==> src/rtl/par2ser_pkg.sv <==
package par2ser_pkg;

    // Start-up sequencer: waiting for a falling phase, armed, running
    typedef enum logic [1:0] {
        SEQ_IDLE  = 2'd0,
        SEQ_ARMED = 2'd1,
        SEQ_RUN   = 2'd2
    } seq_state_e;

    // Which half of an input clock period the current tick represents
    typedef enum logic {
        PH_RISE = 1'b0,
        PH_FALL = 1'b1
    } phase_e;

endpackage

==> src/rtl/par2ser_seq.sv <==
module par2ser_seq
    import par2ser_pkg::*;
(
    input  logic clk,
    input  logic rst,
    input  logic clk_en,
    input  logic rate_full,
    output logic step,
    output logic running
);

    typedef struct packed {
        seq_state_e st;
        phase_e     ph;
    } seq_regs_t;

    seq_regs_t seq_q, seq_d;

    always_comb begin
        seq_d = seq_q;
        step  = 1'b0;
        if (clk_en) begin
            seq_d.ph = (seq_q.ph == PH_RISE) ? PH_FALL : PH_RISE;
            unique case (seq_q.st)
                SEQ_IDLE: begin
                    // the first falling phase after release arms the converter
                    if (seq_q.ph == PH_FALL) seq_d.st = SEQ_ARMED;
                end
                SEQ_ARMED: begin
                    // always a rising phase: present the first word
                    seq_d.st = SEQ_RUN;
                    step     = 1'b1;
                end
                SEQ_RUN: begin
                    step = rate_full ? (seq_q.ph == PH_RISE) : 1'b1;
                end
                default: seq_d.st = SEQ_IDLE;
            endcase
        end
    end

    always_ff @(posedge clk or posedge rst) begin
        if (rst) seq_q <= '{st: SEQ_IDLE, ph: PH_RISE};
        else     seq_q <= seq_d;
    end

    assign running = (seq_q.st == SEQ_RUN);

endmodule

==> src/rtl/par2ser_shift.sv <==
module par2ser_shift #(
    parameter int WORD_W = 8,
    parameter int IDX_W  = 3
) (
    input  logic              clk,
    input  logic              rst,
    input  logic              step,
    input  logic [WORD_W-1:0] par_in,
    output logic              ser_out,
    output logic              word_clk,
    output logic [IDX_W-1:0]  bit_idx
);

    localparam logic [IDX_W-1:0] LAST_IDX = IDX_W'(WORD_W - 1);
    localparam logic [IDX_W-1:0] HALF_IDX = IDX_W'(WORD_W / 2);

    typedef struct packed {
        logic [WORD_W-1:0] hold;
        logic [IDX_W-1:0]  idx;
        logic              sout;
        logic              wclk;
    } shift_regs_t;

    shift_regs_t sh_q, sh_d;

    always_comb begin
        sh_d = sh_q;
        if (step) begin
            if (sh_q.idx == LAST_IDX) begin
                // word boundary: take a fresh word and present its bit 0
                sh_d.hold = par_in;
                sh_d.idx  = '0;
                sh_d.sout = par_in[0];
            end else begin
                sh_d.idx  = sh_q.idx + 1'b1;
                sh_d.sout = sh_q.hold[sh_d.idx];
            end
            sh_d.wclk = (sh_d.idx < HALF_IDX);
        end
    end

    // index resets to the last slot so that the first step loads a word
    always_ff @(posedge clk or posedge rst) begin
        if (rst) sh_q <= '{hold: '0, idx: LAST_IDX, sout: 1'b0, wclk: 1'b0};
        else     sh_q <= sh_d;
    end

    assign ser_out  = sh_q.sout;
    assign word_clk = sh_q.wclk;
    assign bit_idx  = sh_q.idx;

endmodule

==> src/rtl/par2ser_top.sv <==
module par2ser_top #(
    parameter int WORD_W = 8
) (
    input  logic              clk,
    input  logic              sync_rst,
    input  logic              clk_en,
    input  logic              rate_full,
    input  logic [WORD_W-1:0] par_in,
    output logic              ser_out,
    output logic              word_clk
);

    localparam int IDX_W = (WORD_W > 2) ? $clog2(WORD_W) : 1;

    logic             step_w;
    logic             run_w;
    logic [IDX_W-1:0] idx_w;

    par2ser_seq u_seq (
        .clk       (clk),
        .rst       (sync_rst),
        .clk_en    (clk_en),
        .rate_full (rate_full),
        .step      (step_w),
        .running   (run_w)
    );

    par2ser_shift #(
        .WORD_W (WORD_W),
        .IDX_W  (IDX_W)
    ) u_shift (
        .clk      (clk),
        .rst      (sync_rst),
        .step     (step_w),
        .par_in   (par_in),
        .ser_out  (ser_out),
        .word_clk (word_clk),
        .bit_idx  (idx_w)
    );

endmodule

==> config.mk <==
export PLATFORM = sky130hd
export DESIGN_NAME = par2ser_top
export DESIGN_NICKNAME = d
export VERILOG_FILES = /design/src/rtl/par2ser_pkg.sv /design/src/rtl/par2ser_seq.sv /design/src/rtl/par2ser_shift.sv /design/src/rtl/par2ser_top.sv
export SDC_FILE = /design/constraint.sdc
export NUM_CORES = 1
export LEC_CHECK = 0
export BUFFER_PORTS_ARGS = -buffer_cell sky130_fd_sc_hd__buf_4
export CAP_MARGIN = 20
export CORE_ASPECT_RATIO = 0.9
export CORE_UTILIZATION = 24
export CTS_CLUSTER_DIAMETER = 30
export CTS_CLUSTER_SIZE = 40
export DETAILED_ROUTE_END_ITERATION = 12
export PLACE_DENSITY_LB_ADDON = 0.08
export SLEW_MARGIN = 20
export SYNTH_ARGS = -nofsm -noshare
export SYNTH_HDL_FRONTEND = slang
export SYNTH_SLANG_ARGS = --single-unit
==> constraint.sdc <==
create_clock -name clk -period 1.9 [get_ports clk]
set_clock_uncertainty 0.2 [all_clocks]
set_input_delay 0 -clock clk [delete_from_list [all_inputs] [get_ports clk]]
set_output_delay 0 -clock clk [all_outputs]
set_load 0.005 [all_outputs]
# Word level (Yosys, flattened, before mapping)
# Cells that the tools add are included.
# totals
output_inout_bits	2
inputBits	12
word_cells	28
regBits	16
# classes
mux	10
reduce_logical	3
magnitude_cmp	2
addsub	1
bitwise	2
eq_ne	4
# op_table
op	n
4-bit 2-to-1 mux	2
2-bit one-hot mux with 3 select lines	1
3-bit by 4-bit less-than comparator with 1-bit output, second input constant	1
1-bit 2-to-1 mux	4
3-bit by 1-bit adder with 3-bit output, second input constant	1
1-bit binary-select mux with 3-bit select	1
3-bit equality test, second input constant	1
3-bit less-than comparator, second input constant	1
3-bit AND reduction	1
2-bit by 1-bit equality test with 1-bit output, second input constant	1
2-bit equality test, second input constant	1
2-bit zero test	1
2-bit 2-to-1 mux	1
2-bit by 1-bit inequality test with 1-bit output, second input constant	1
1-bit inverter	2
1-bit one-hot mux with 2 select lines	1
2-bit AND reduction	1

# Longest topological paths before layout
# depth
depth_word	6
depth_mapped	6
ltp_nobuf	6

# Hierarchy
# A second synthesis with hierarchy kept.
# unflattened
cells_unflattened	68
area_unflattened_um2	863.3
# modules_own_cells
module	cells_each	seq_area_each_um2	instances	area_per_inst_um2
par2ser_shift	48	329.1	1	648.1
par2ser_seq	20	75.1	1	215.2

# Worst setup path after synthesis
# No wires, ideal clock.
# synth_path
path_kind	reg-to-reg
start	register u_shift.sh_q, in the netlist u_shift.bit_idx[0]
end	register u_shift.sh_q, in the netlist u_shift.ser_out
path_stages_with_launch	6
synth_period_minus_slack_ns	1.990
arrival_ns	1.664
setup_slack_ns	-0.090
setup_ns	0.126
n_path_buf	0
t_required_ns	1.574
cell_sequence	dfstp_2 -> ha_1 -> mux4_2 -> nor2_1 -> a31oi_1 -> a221o_1
# synth_between
elab_chain_len	5
elab_cells_between_ends	6
cone_classes	add/sub (1); eq/ne (1); mux (4)
# synth_lines
element	line_no	source
start, declared	par2ser_shift.sv:24	shift_regs_t sh_q, sh_d;
start signal, assigned	par2ser_shift.sv:44	if (rst) sh_q <= '{hold: '0, idx: LAST_IDX, sout: 1'b0, wclk: 1'b0};
3-bit by 1-bit adder with 3-bit output	par2ser_shift.sv:35	sh_d.idx = sh_q.idx + 1'b1;
1-bit binary-select mux with 3-bit select	par2ser_shift.sv:36	sh_d.sout = sh_q.hold[sh_d.idx];
1-bit 2-to-1 mux (implied by the code)	par2ser_shift.sv:36	
4-bit 2-to-1 mux *	par2ser_shift.sv:29	if (sh_q.idx == LAST_IDX) begin
4-bit 2-to-1 mux *	par2ser_shift.sv:28	if (step) begin
# Every way passes the cells marked *; elsewhere a longest branch is shown, timed or not. The select of a mux whose other input is x is not followed.
# A chain may end at the register's enable or synchronous reset.

# Final worst setup path
# layout_path
start	register u_shift.sh_q, in the netlist u_shift.bit_idx[1]
end	register u_shift.sh_q, in the netlist u_shift.ser_out
# Same word-level chain as after synthesis.

==> results.json <==
{
  "n_antenna_cell": 0,
  "met2_length_microns": 692,
  "numCtsBuffers": 3,
  "drc": 0,
  "postSynthCellCount": 61,
  "clock_power_share": 0.139,
  "cap_violations": 0,
  "ys_types": 22,
  "synth-seq-area-share": 0.511,
  "placed_cell_area_sq_um": 1030,
  "maxUsedRoutingLayer": "met4",
  "path_clk_slew_ps": 100,
  "wl_met1_microns": 784,
  "ant_nets": 0,
  "final_nets": 118,
  "tightest_slew_ps": 615,
  "hpwlAfterDp_microns": 1180,
  "whs_ps": 42.4,
  "htree_levels": 1,
  "worstSetupPathType": "reg -> reg",
  "rsz0062_at_grt": "true",
  "drive_gt1_frac": 0.449,
  "p_int_uw": 922,
  "status": "complete, but fails checks",
  "core_sq_um": 3090,
  "fmax_ghz": 0.519,
  "cts_tree": "done",
  "ios": 14,
  "fillCellCount": 325,
  "switching_share": 0.343,
  "start_kind": "register",
  "avgSynthCellArea_sq_um": 13.0,
  "synth_nets": 80,
  "start_util": 0.256,
  "finalWeightedCongestion": 0.692,
  "power.share.combinational": 0.473,
  "cp_cell_sequence": "ha_4 > mux4_2 > nor2_2 > a31oi_1 > a221o_1",
  "seq_power_share": 0.388,
  "avgRoutedWirePerCell_microns": 11.2,
  "vias": 586,
  "cp-end-kind": "register",
  "yosys_warnings": 0,
  "slowest_stage": "dfstp_2",
  "max_stage_delay_ps": 570,
  "drt_first_iter_violations": 5,
  "syn_area_sq_um": 791,
  "dieArea_sq_um": 3530,
  "ys_ff_latch": 16,
  "grt_pass1_wl_microns": 3080,
  "power.leakage_nw": 0.574,
  "setup_viol": 1,
  "r2r_slack_ps": -30,
  "postCtsSetupBuffers": 0,
  "portBuffers": 13,
  "grt_max_degree": 17,
  "clk_path_buf_depth": 2,
  "grt_pass1_vias": 658,
  "power_density_nw_per_um2": 1180,
  "dpl.cell_count": 126,
  "grt_use_total": 0.114,
  "crit_required_ps": 1880,
  "dieHeight_microns": 56.5,
  "violations": "setup timing",
  "area_growth_pct": 50.2,
  "hold_class": "in -> reg",
  "layout_min_cycle_time_ps": 1930,
  "clk_latency_ps": 290,
  "crit_arrival_ps": 1910,
  "cts.sinks": 16,
  "fin_ws_ps": -26.1,
  "stdcell_count": 140,
  "finalCritPeriodShare": 1.01,
  "max-vdd-ir-drop_uv": 319,
  "critPathMaxFanout": 2,
  "vias_per_cell": 4.19,
  "root_buffer": "clkbuf_4",
  "hold_viol": 0,
  "core.rowCount": 19,
  "overflow": 0,
  "final_util": 0.384,
  "maxSlewHeadroom": 0.589,
  "route.met3.wl_microns": 57,
  "antenna_found_initial": 0,
  "switchingPower_uw": 481,
  "wirelength_microns": 1560,
  "final_area_sq_um": 1190,
  "finalMaxSlewViolations": 0,
  "dr.pass1.iters": 3,
  "die_w_microns": 62.5
}
stage by stage:
step | TNS, ps | total power, mW | setup WS, ps
global placement | -5.04 | 1.15 | -5.04
finish | -26.1 | 1.40 | -26.1
global route | -357 | 1.54 | -94.0
floorplan | -42.1 | 0.900 | -42.1
detailed placement | -48.5 | 1.16 | -48.5
CTS | -34.5 | 1.38 | -34.5
worst paths after layout:
kind | from | endpoint | cells past startpoint
worst max register to register | u_shift.bit_idx[1] | u_shift.ser_out | 5
worst min-delay path | rate_full | u_shift.word_clk | 4
worst min register to register | u_shift.word_clk | u_shift.word_clk | 2
worst max-delay path | u_shift.bit_idx[1] | u_shift.ser_out | 5
min in group asynchronous | sync_rst | u_shift.sh_q[7] | 3
max in group asynchronous | sync_rst | u_seq.seq_q[0] | 3
logic make-up (layout without fill, tap and decap cells):
family | after synthesis | after routing | synth area share
flops | 16 | 16 | 0.511
compound gates | 12 | 12 | 0.123
mux | 11 | 11 | 0.168
simple gates | 9 | 9 | 0.0522
fa+ha+maj | 7 | 7 | 0.111
buf+inv | 5 | 42 | 0.0237
xor+xnor | 1 | 1 | 0.0111
Yosys cell counts:
library cell,n,area [sq um]
dfrtp_1,13,325
mux2_2,8,90.1
ha_1,7,87.6
inv_1,5,18.8
nand2_1,4,15.0
dfstp_2,3,78.8
o21ai_0,3,15.0
a21o_1,2,15.0
mux2i_1,2,20.0
nor2_1,2,7.51
a21boi_1,1,7.51
a221o_1,1,10.0
a311oi_1,1,8.76
a31oi_1,1,6.26
mux4_2,1,22.5
nor2b_1,1,6.26
nor3_1,1,5.00
nor3b_1,1,7.51
o2111ai_2,1,15.0
o211ai_2,1,12.5
o31ai_1,1,7.51
xor2_1,1,8.76
sequential cells by signal, indices dropped and copies added, names as in the netlist:
| name | flops |
|---|---|
| u_shift.sh_q | 8 |
| u_seq.seq_q | 3 |
| u_shift.bit_idx | 3 |
| u_shift.ser_out | 1 |
| u_shift.word_clk | 1 |
final cells by class:
class | count | area [sq um] | area share
sequential | 16 | 404 | 0.340
clock buffer | 4 | 26.3 | 0.0221
tap | 42 | 52.6 | 0.0443
multi-input combinational | 40 | 409 | 0.345
timing repair buffer | 33 | 277 | 0.233
inverter | 5 | 18.8 | 0.0158
cells in the final DEF, fill, tap and decap left out, drive strengths merged:
cell	count
a21o	2
o2111ai	1
mux2	8
xor2	1
a21boi	1
nor2	2
o31ai	1
ha	7
nor3	1
mux2i	2
o21ai	3
nor3b	1
nor2b	1
buf	23
inv	5
mux4	1
dfrtp	13
dfstp	3
clkbuf	4
dlygate4sd3	10
a221o	1
a31oi	1
nand2	4
o211ai	1
a311oi	1
timing repair:
action                                 4_1_cts  5_1_grt
pin swaps                                    0        1
hold buffers                                10        0
setup endpoints to repair                    1       12
endpoints found under the hold margin       28        0
gates resized for setup                      1        5
critical path: cells and delay by family, from the launching register on:
| family | cells | cell delay, ps |
|---|---|---|
| and+or+nand+nor | 1 | 80 |
| DFF | 1 | 570 |
| muxes | 1 | 490 |
| AOI/OAI and AO/OA | 2 | 340 |
| adders and majority gates | 1 | 140 |
power by group through the flow:
| stage | clock network, mW | registers [mW] | logic [mW] |
|---|---|---|---|
| 6_report | 0.194 | 0.545 | 0.663 |
| 5_1_grt | 0.220 | 0.560 | 0.757 |
| 2_1_floorplan | 0 | 0.545 | 0.355 |
| 4_1_cts | 0.205 | 0.539 | 0.640 |
| 3_5_place_dp | 0 | 0.546 | 0.611 |
| 3_3_place_gp | 0 | 0.542 | 0.608 |
layer usage:
metal,track usage,vias to the layer above
li1,-,294
met1,0.150,279
met2,0.174,9
met3,0.0325,4
met4,0.0498,0
met5,0,-
(Power assumes the default switching activity.)
